[src/rtl/dtg_pkg.sv]
package dtg_pkg;
  localparam int unsigned DW   = 32;  // register data width
  localparam int unsigned AW   = 4;   // register index width
  localparam int unsigned HW   = 16;  // line position width
  localparam int unsigned FW   = 32;  // frame counter width
  localparam int unsigned CW   = 12;  // bits per colour component
  localparam int unsigned PW   = 3 * CW;
  localparam int unsigned UW   = 8;   // underflow colour bits per component
  localparam int unsigned NREG = 14;

  localparam logic [AW-1:0] A_CTRL   = 4'd0;
  localparam logic [AW-1:0] A_HTIME  = 4'd1;
  localparam logic [AW-1:0] A_HWIN   = 4'd2;
  localparam logic [AW-1:0] A_FLEN   = 4'd3;
  localparam logic [AW-1:0] A_VSLEN  = 4'd4;
  localparam logic [AW-1:0] A_VWS    = 4'd5;
  localparam logic [AW-1:0] A_VWE    = 4'd6;
  localparam logic [AW-1:0] A_POL    = 4'd7;
  localparam logic [AW-1:0] A_BRD_RG = 4'd8;
  localparam logic [AW-1:0] A_BRD_B  = 4'd9;
  localparam logic [AW-1:0] A_UFLOW  = 4'd10;
  localparam logic [AW-1:0] A_ACTH   = 4'd11;
  localparam logic [AW-1:0] A_ACTVS  = 4'd12;
  localparam logic [AW-1:0] A_ACTVE  = 4'd13;

  typedef struct packed {
    logic [HW-1:0] hper;
    logic [HW-1:0] hsw;
    logic [HW-1:0] hws;
    logic [HW-1:0] hwe;
    logic [FW-1:0] flen;
    logic [FW-1:0] vslen;
    logic [FW-1:0] vws;
    logic [FW-1:0] vwe;
    logic [2:0]    pol;
    logic [PW-1:0] border;
    logic          uf_rec;
    logic [PW-1:0] uf_col;
    logic          act_en;
    logic [HW-1:0] ahs;
    logic [HW-1:0] ahe;
    logic [FW-1:0] avs;
    logic [FW-1:0] ave;
  } cfg_t;

  function automatic logic [CW-1:0] widen(input logic [UW-1:0] c);
    return {c, c[UW-1 -: CW-UW]};
  endfunction
endpackage

[src/rtl/dtg_regs.sv]
module dtg_regs
  import dtg_pkg::*;
(
  input  logic          clk_i,
  input  logic          rst_ni,
  input  logic          we_i,
  input  logic [AW-1:0] addr_i,
  input  logic [DW-1:0] wdata_i,
  input  logic          load_i,
  output logic          en_o,
  output cfg_t          sh_o
);
  cfg_t live_q, sh_q;
  logic en_q;

  always_ff @(posedge clk_i or negedge rst_ni) begin
    if (!rst_ni) begin
      live_q <= '0;
      en_q   <= 1'b0;
    end else if (we_i) begin
      case (addr_i)
        A_CTRL:   en_q <= wdata_i[0];
        A_HTIME:  begin
          live_q.hper <= wdata_i[DW-1:HW];
          live_q.hsw  <= wdata_i[HW-1:0];
        end
        A_HWIN:   begin
          live_q.hwe <= wdata_i[DW-1:HW];
          live_q.hws <= wdata_i[HW-1:0];
        end
        A_FLEN:   live_q.flen  <= wdata_i;
        A_VSLEN:  live_q.vslen <= wdata_i;
        A_VWS:    live_q.vws   <= wdata_i;
        A_VWE:    live_q.vwe   <= wdata_i;
        A_POL:    live_q.pol   <= wdata_i[2:0];
        A_BRD_RG: begin
          live_q.border[PW-1 -: CW]   <= wdata_i[CW-1:0];
          live_q.border[2*CW-1 -: CW] <= wdata_i[HW+CW-1:HW];
        end
        A_BRD_B:  live_q.border[CW-1:0] <= wdata_i[CW-1:0];
        A_UFLOW:  begin
          live_q.uf_rec <= wdata_i[DW-1];
          live_q.uf_col <= {widen(wdata_i[3*UW-1 -: UW]),
                            widen(wdata_i[2*UW-1 -: UW]),
                            widen(wdata_i[UW-1:0])};
        end
        A_ACTH:   begin
          live_q.ahe <= wdata_i[DW-1:HW];
          live_q.ahs <= wdata_i[HW-1:0];
        end
        A_ACTVS:  begin
          live_q.act_en <= wdata_i[DW-1];
          live_q.avs    <= {1'b0, wdata_i[DW-2:0]};
        end
        A_ACTVE:  live_q.ave <= wdata_i;
        default: ;
      endcase
    end
  end

  // shadow follows live while idle, else only at frame wrap
  always_ff @(posedge clk_i or negedge rst_ni) begin
    if (!rst_ni)     sh_q <= '0;
    else if (load_i) sh_q <= live_q;
  end

  assign en_o = en_q;
  assign sh_o = sh_q;
endmodule

[src/rtl/dtg_counters.sv]
module dtg_counters
  import dtg_pkg::*;
(
  input  logic          clk_i,
  input  logic          rst_ni,
  input  logic          en_i,
  input  logic [HW-1:0] hper_i,
  input  logic [FW-1:0] flen_i,
  output logic [FW-1:0] fcnt_o,
  output logic [HW-1:0] hpos_o,
  output logic          frame_wrap_o,
  output logic          line_end_o,
  output logic          load_o
);
  logic [FW-1:0] fcnt_q;
  logic [HW-1:0] hpos_q;

  assign frame_wrap_o = en_i && (fcnt_q >= flen_i - FW'(1));
  assign line_end_o   = en_i && (frame_wrap_o || (hpos_q >= hper_i - HW'(1)));
  assign load_o       = !en_i || frame_wrap_o;

  always_ff @(posedge clk_i or negedge rst_ni) begin
    if (!rst_ni) begin
      fcnt_q <= '0;
      hpos_q <= '0;
    end else if (load_o) begin
      fcnt_q <= '0;
      hpos_q <= '0;
    end else begin
      fcnt_q <= fcnt_q + FW'(1);
      hpos_q <= line_end_o ? '0 : hpos_q + HW'(1);
    end
  end

  assign fcnt_o = fcnt_q;
  assign hpos_o = hpos_q;
endmodule

[src/rtl/dtg_pixel.sv]
module dtg_pixel
  import dtg_pkg::*;
(
  input  logic          clk_i,
  input  logic          rst_ni,
  input  logic          en_i,
  input  cfg_t          sh_i,
  input  logic [FW-1:0] fcnt_i,
  input  logic [HW-1:0] hpos_i,
  input  logic          frame_wrap_i,
  input  logic          line_end_i,
  input  logic          pix_valid_i,
  input  logic [PW-1:0] pix_i,
  output logic          req_o,
  output logic          win_o,
  output logic          uf_o,
  output logic          hsync_o,
  output logic          vsync_o,
  output logic          de_o,
  output logic [PW-1:0] pix_o
);
  logic hs_raw, vs_raw, win, act_area, uf_evt, uf_q;
  logic [PW-1:0] pix_d;

  assign hs_raw   = hpos_i < sh_i.hsw;
  assign vs_raw   = fcnt_i < sh_i.vslen;
  assign win      = (hpos_i >= sh_i.hws) && (hpos_i <= sh_i.hwe) &&
                    (fcnt_i >= sh_i.vws) && (fcnt_i <= sh_i.vwe);
  assign act_area = !sh_i.act_en ||
                    ((hpos_i >= sh_i.ahs) && (hpos_i <= sh_i.ahe) &&
                     (fcnt_i >= sh_i.avs) && (fcnt_i <= sh_i.ave));
  assign req_o    = en_i && win && act_area;
  assign uf_evt   = req_o && !pix_valid_i;

  always_comb begin
    if (!win)                 pix_d = '0;
    else if (!act_area)       pix_d = sh_i.border;
    else if (uf_q || uf_evt)  pix_d = sh_i.uf_col;
    else                      pix_d = pix_i;
  end

  always_ff @(posedge clk_i or negedge rst_ni) begin
    if (!rst_ni) begin
      hsync_o <= 1'b0;
      vsync_o <= 1'b0;
      de_o    <= 1'b0;
      pix_o   <= '0;
      uf_q    <= 1'b0;
    end else if (!en_i) begin
      hsync_o <= sh_i.pol[0];
      vsync_o <= sh_i.pol[1];
      de_o    <= sh_i.pol[2];
      pix_o   <= '0;
      uf_q    <= 1'b0;
    end else begin
      hsync_o <= hs_raw ^ sh_i.pol[0];
      vsync_o <= vs_raw ^ sh_i.pol[1];
      de_o    <= win ^ sh_i.pol[2];
      pix_o   <= pix_d;
      if (frame_wrap_i || (line_end_i && sh_i.uf_rec)) uf_q <= 1'b0;
      else if (uf_evt)                                  uf_q <= 1'b1;
    end
  end

  assign win_o = win;
  assign uf_o  = uf_q;
endmodule

[src/rtl/dtv_timing_gen.sv]
module dtv_timing_gen
  import dtg_pkg::*;
(
  input  logic          clk_i,
  input  logic          rst_ni,
  input  logic          cfg_we_i,
  input  logic [AW-1:0] cfg_addr_i,
  input  logic [DW-1:0] cfg_wdata_i,
  input  logic          pix_valid_i,
  input  logic [PW-1:0] pix_i,
  output logic          pix_req_o,
  output logic          hsync_o,
  output logic          vsync_o,
  output logic          de_o,
  output logic [PW-1:0] pix_o
);
  logic          en_w, load_w, frame_wrap_w, line_end_w, win_w, uf_w;
  logic [FW-1:0] fcnt_w;
  logic [HW-1:0] hpos_w;
  cfg_t          sh_w;

  dtg_regs u_regs (
    .clk_i   (clk_i),
    .rst_ni  (rst_ni),
    .we_i    (cfg_we_i),
    .addr_i  (cfg_addr_i),
    .wdata_i (cfg_wdata_i),
    .load_i  (load_w),
    .en_o    (en_w),
    .sh_o    (sh_w)
  );

  dtg_counters u_cnt (
    .clk_i        (clk_i),
    .rst_ni       (rst_ni),
    .en_i         (en_w),
    .hper_i       (sh_w.hper),
    .flen_i       (sh_w.flen),
    .fcnt_o       (fcnt_w),
    .hpos_o       (hpos_w),
    .frame_wrap_o (frame_wrap_w),
    .line_end_o   (line_end_w),
    .load_o       (load_w)
  );

  dtg_pixel u_pix (
    .clk_i        (clk_i),
    .rst_ni       (rst_ni),
    .en_i         (en_w),
    .sh_i         (sh_w),
    .fcnt_i       (fcnt_w),
    .hpos_i       (hpos_w),
    .frame_wrap_i (frame_wrap_w),
    .line_end_i   (line_end_w),
    .pix_valid_i  (pix_valid_i),
    .pix_i        (pix_i),
    .req_o        (pix_req_o),
    .win_o        (win_w),
    .uf_o         (uf_w),
    .hsync_o      (hsync_o),
    .vsync_o      (vsync_o),
    .de_o         (de_o),
    .pix_o        (pix_o)
  );
endmodule

[config.mk]
export PLATFORM = sky130hd
export DESIGN_NAME = dtv_timing_gen
export DESIGN_NICKNAME = d
export VERILOG_FILES = /design/src/rtl/dtg_pkg.sv /design/src/rtl/dtg_regs.sv /design/src/rtl/dtg_counters.sv /design/src/rtl/dtg_pixel.sv /design/src/rtl/dtv_timing_gen.sv
export SDC_FILE = /design/constraint.sdc
export NUM_CORES = 1
export LEC_CHECK = 0
export BUFFER_PORTS_ARGS = -buffer_cell sky130_fd_sc_hd__buf_2
export CORE_ASPECT_RATIO = 0.75
export CORE_UTILIZATION = 25
export CTS_BUF_LIST = sky130_fd_sc_hd__clkbuf_2 sky130_fd_sc_hd__clkbuf_4 sky130_fd_sc_hd__clkbuf_8
export DETAILED_ROUTE_END_ITERATION = 16
export MAX_ROUTING_LAYER = met4
export PLACE_DENSITY_LB_ADDON = 0.05
export SKIP_LAST_GASP = 1
export SLEW_MARGIN = 25
export SYNTH_ARGS = -nofsm -noshare
export SYNTH_HDL_FRONTEND = slang
export SYNTH_SLANG_ARGS = --single-unit
[constraint.sdc]
create_clock -name clk_i -period 6.3 [get_ports clk_i]
set_input_delay 0.945 -clock clk_i [delete_from_list [all_inputs] [get_ports clk_i]]
set_output_delay 0.945 -clock clk_i [all_outputs]
set_load 0.01 [all_outputs]
==> metrics <==
total of cells resized after clock tree synthesis 0; die area about 150000 um^2; vias about 24000; clk slew on worst S/H paths roughly 0.050 ns; placer congestion estimate between 0.7 and 0.8; fin crit period about 5.6 ns; Num CTS Buffers about 150; core area 150200 um^2; max-cap violations 0; chip height 339.2 um; dpl cells between 5000 and 6000; Clk Latency, worst-skew pair 0.87 ns; Min-Delay Path Class in -> async; peak supply drop 0.1960 mV; worst-path cell chain or4_4 > or3_4 > nor3_2 > nand2_1 > or4_1 > nor4_2 > xnor2_1 > ha_1 > nand4_1 > nor3_1 > a2111oi_0 > nand4_1 > a31oi_4 > buf_12 > mux2_2; asr flop ratio synth 1.000; most common cell after layout, fill and taps aside dfrtp_1; Simple-Gate Fraction of Synth Area 0.06077; Finish-stage setup viols 0; Mapped Area roughly 38000 um^2; initial drt markers slightly above 1000; final WL 116300 um; critical path type reg -> reg; number of library cell types mapped by synthesis between 60 and 70; TNS Setup 0 ns; Max Freq 0.1801 GHz; I/O Buffers ~120; Synth Flop Type dfrtp_1; Overflow after GRT 0; Final Hold Viols 0; Clock Sink Count 793; crit path launch type register; slowest CP cell or4_1; CP most frequent cell nand4_1; Synth Area per Inst between 10 and 15 um^2; Leak between 0.02 and 0.025 uW; vias per cell between 4 and 5; Synthesis Warnings 0; H-Tree Depth 4; first-pass GRT wire length 174200 um; Residual DRC 0; FP Rows roughly 120; CTS Buffer Depth 3; RR Startpoint u_regs.sh_o[276]; CTS Hold Bufs 0; Slew @ Worst Pin between 1 and 1.5 ns; proportion of synthesized area in mux cells 0.2129; layout cell share with drive strength beyond 1 0.3504; Hold Slack ~0.10 ns; largest net degree at the start of global routing roughly 160; worst r2r dst u_regs.sh_o[261]; worst-path fanout max 93; status complete, no violations; Post-synth EDFFs 0; initial antenna violation count 27; number of setup buffers added after CTS 0; Detail Placement HPWL 77120 um; delay-heaviest family, CP simple AND/OR/NAND/NOR gates; Tcrit/Tclk final 0.8812; clk_skew 0.04618 ns; Crit path largest cell delay between 0.6 and 0.7 ns; Buf/Inv on CP 1; Avg WL per Cell ~22 um; Compound-Gate Fraction of Synth Area 0.05014; Die Wd ~450 um; Pwr per Cell Area 380.4 nW/um^2; syn_nets roughly 3400; Mapped Cells between 2000 and 3000; initial core utilization 0.2524; RSZ-0062 raised after global routing false; Synth-to-Final Area Change 17.07%; Critical Path Sink Type register; gr usage total 0.1597; xor/xnor share of the synthesized area 0.02056; FF+latch count, synth around 790; Slew Viols, Final 0; sequential share of the synthesized area 0.5235; vias in the first global route between 20000 and 30000; FF-to-FF setup slack ~0.75 ns; largest family of logic cells by synthesized area multiplexers; depth of the most critical reg-to-reg path 15; Critical Path AT ~6.3 ns; synthesized-area fraction occupied by adder cells 0.09539; First-pass DRT Iterations 4; CTS tree built; Worst slew margin 0.2672; commonest cells after routing, fill and taps aside 793 x dfrtp_1, 705 x mux2_2, 289 x ha_1; non-filler cells, final 5298; Top Ports ~120; clock tree root buffer cell clkbuf_8; Critical Path RT approximately 7 ns; Layout Utilization 0.2954; Placed Area just over 40000 um^2; DRT antenna net count 0; Final Instance Area roughly 44000 um^2; NumNets Final approximately 3600
stage by stage:
| stage | power (uW) | worst slack (ns) |
|---|---|---|
| final | 16880 | 0.7486 |
| after global routing | 18120 | 0.3028 |
| after CTS | 17260 | 0.4672 |
| after detailed placement | 11740 | 0.7311 |
| after global placement | 11600 | 0.6812 |
| after floorplan | 10260 | 1.368 |
synthesized netlist by cell type (3+ instances only):
master | count | area [um^2]
xnor2_1 | 64 | 560.5
dfrtp_1 | 793 | 19840
a221o_1 | 3 | 30.03
o211ai_1 | 8 | 60.06
and3_1 | 13 | 81.33
nor4_1 | 16 | 100.1
ha_1 | 289 | 3616
o2111ai_1 | 3 | 26.28
inv_1 | 247 | 927.1
o21ai_0 | 42 | 210.2
a211o_1 | 5 | 43.79
mux2i_1 | 13 | 130.1
a21o_1 | 42 | 315.3
mux2_2 | 705 | 7939
nand2_1 | 84 | 315.3
a31oi_1 | 5 | 31.28
nand4_1 | 36 | 225.2
o31ai_1 | 4 | 30.03
a211oi_1 | 48 | 360.4
nor2b_1 | 31 | 193.9
and4_1 | 12 | 105.1
o21a_1 | 6 | 45.04
xor2_1 | 25 | 219.0
buf_1 | 28 | 105.1
or4_1 | 5 | 37.54
nand2b_1 | 12 | 75.07
nand3_1 | 48 | 240.2
and2_1 | 32 | 200.2
a2111oi_0 | 5 | 43.79
a21oi_1 | 108 | 540.5
nor3_1 | 25 | 125.1
nand3b_1 | 3 | 22.52
nor2_1 | 104 | 390.4
clkbuf_1 | 95 | 356.6
power by group:
part	leakage [uW]	total, uW	internal (uW)	switching, uW
clock	0.00164	5320	3020	2300
combinational	0.00926	4120	2100	2020
sequential	0.00987	7440	6560	882
worst max-delay path by stage:
stage,startpoint,end,slack (ns),cells past startpoint
after floorplan,u_regs.sh_o[276],u_regs.sh_o[0],1.37,17
after global placement,u_regs.sh_o[276],u_pix.uf_o,0.68,17
after detailed placement,u_regs.sh_o[276],u_regs.sh_o[237],0.73,16
after CTS,u_cnt.fcnt_o[31],pix_req_o,0.47,10
after global routing,u_regs.sh_o[276],u_pix.uf_o,0.30,17
final,u_regs.sh_o[276],u_regs.sh_o[261],0.75,15
layer usage:
layer  up-vias  wire length (um)  global-route usage
li1      10928                 -                   -
met2       379             48590              0.2219
met5         -                 0                   -
met1     12263             60010              0.2293
met4         0              3627             0.05968
met3       213              4110             0.02726
layout make-up:
type / instances / area (um^2)
Fill cell: 15428 / 105800
Timing Repair Buffer: 169 / 1194
Sequential cell: 793 / 19840
Clock buffer: 236 / 2942
Antenna cell: 5 / 12.51
Clock inverter: 15 / 162.7
Inverter: 247 / 927.1
Tap cell: 2000 / 2502
Multi-Input combinational cell: 1833 / 16790
registers in the layout, summed over array words and instances (netlist names), 16 cells and up:
name	count
u_regs.live_q	352
u_pix.pix_o	36
u_cnt.hpos_o	16
u_regs.sh_o	352
u_cnt.fcnt_o	32
logic make-up (layout without fill, tap and decap cells):
group | count (synthesis) | after routing
AO/OA/AOI/OAI | 297 | 297
XOR/XNOR | 89 | 89
adder cells (fa/ha/maj) | 289 | 289
buffers and inverters | 371 | 667
flip-flops | 793 | 793
multiplexers | 718 | 718
other | 0 | 5
AND/OR/NAND/NOR | 440 | 440
(Power assumes the default switching activity.)
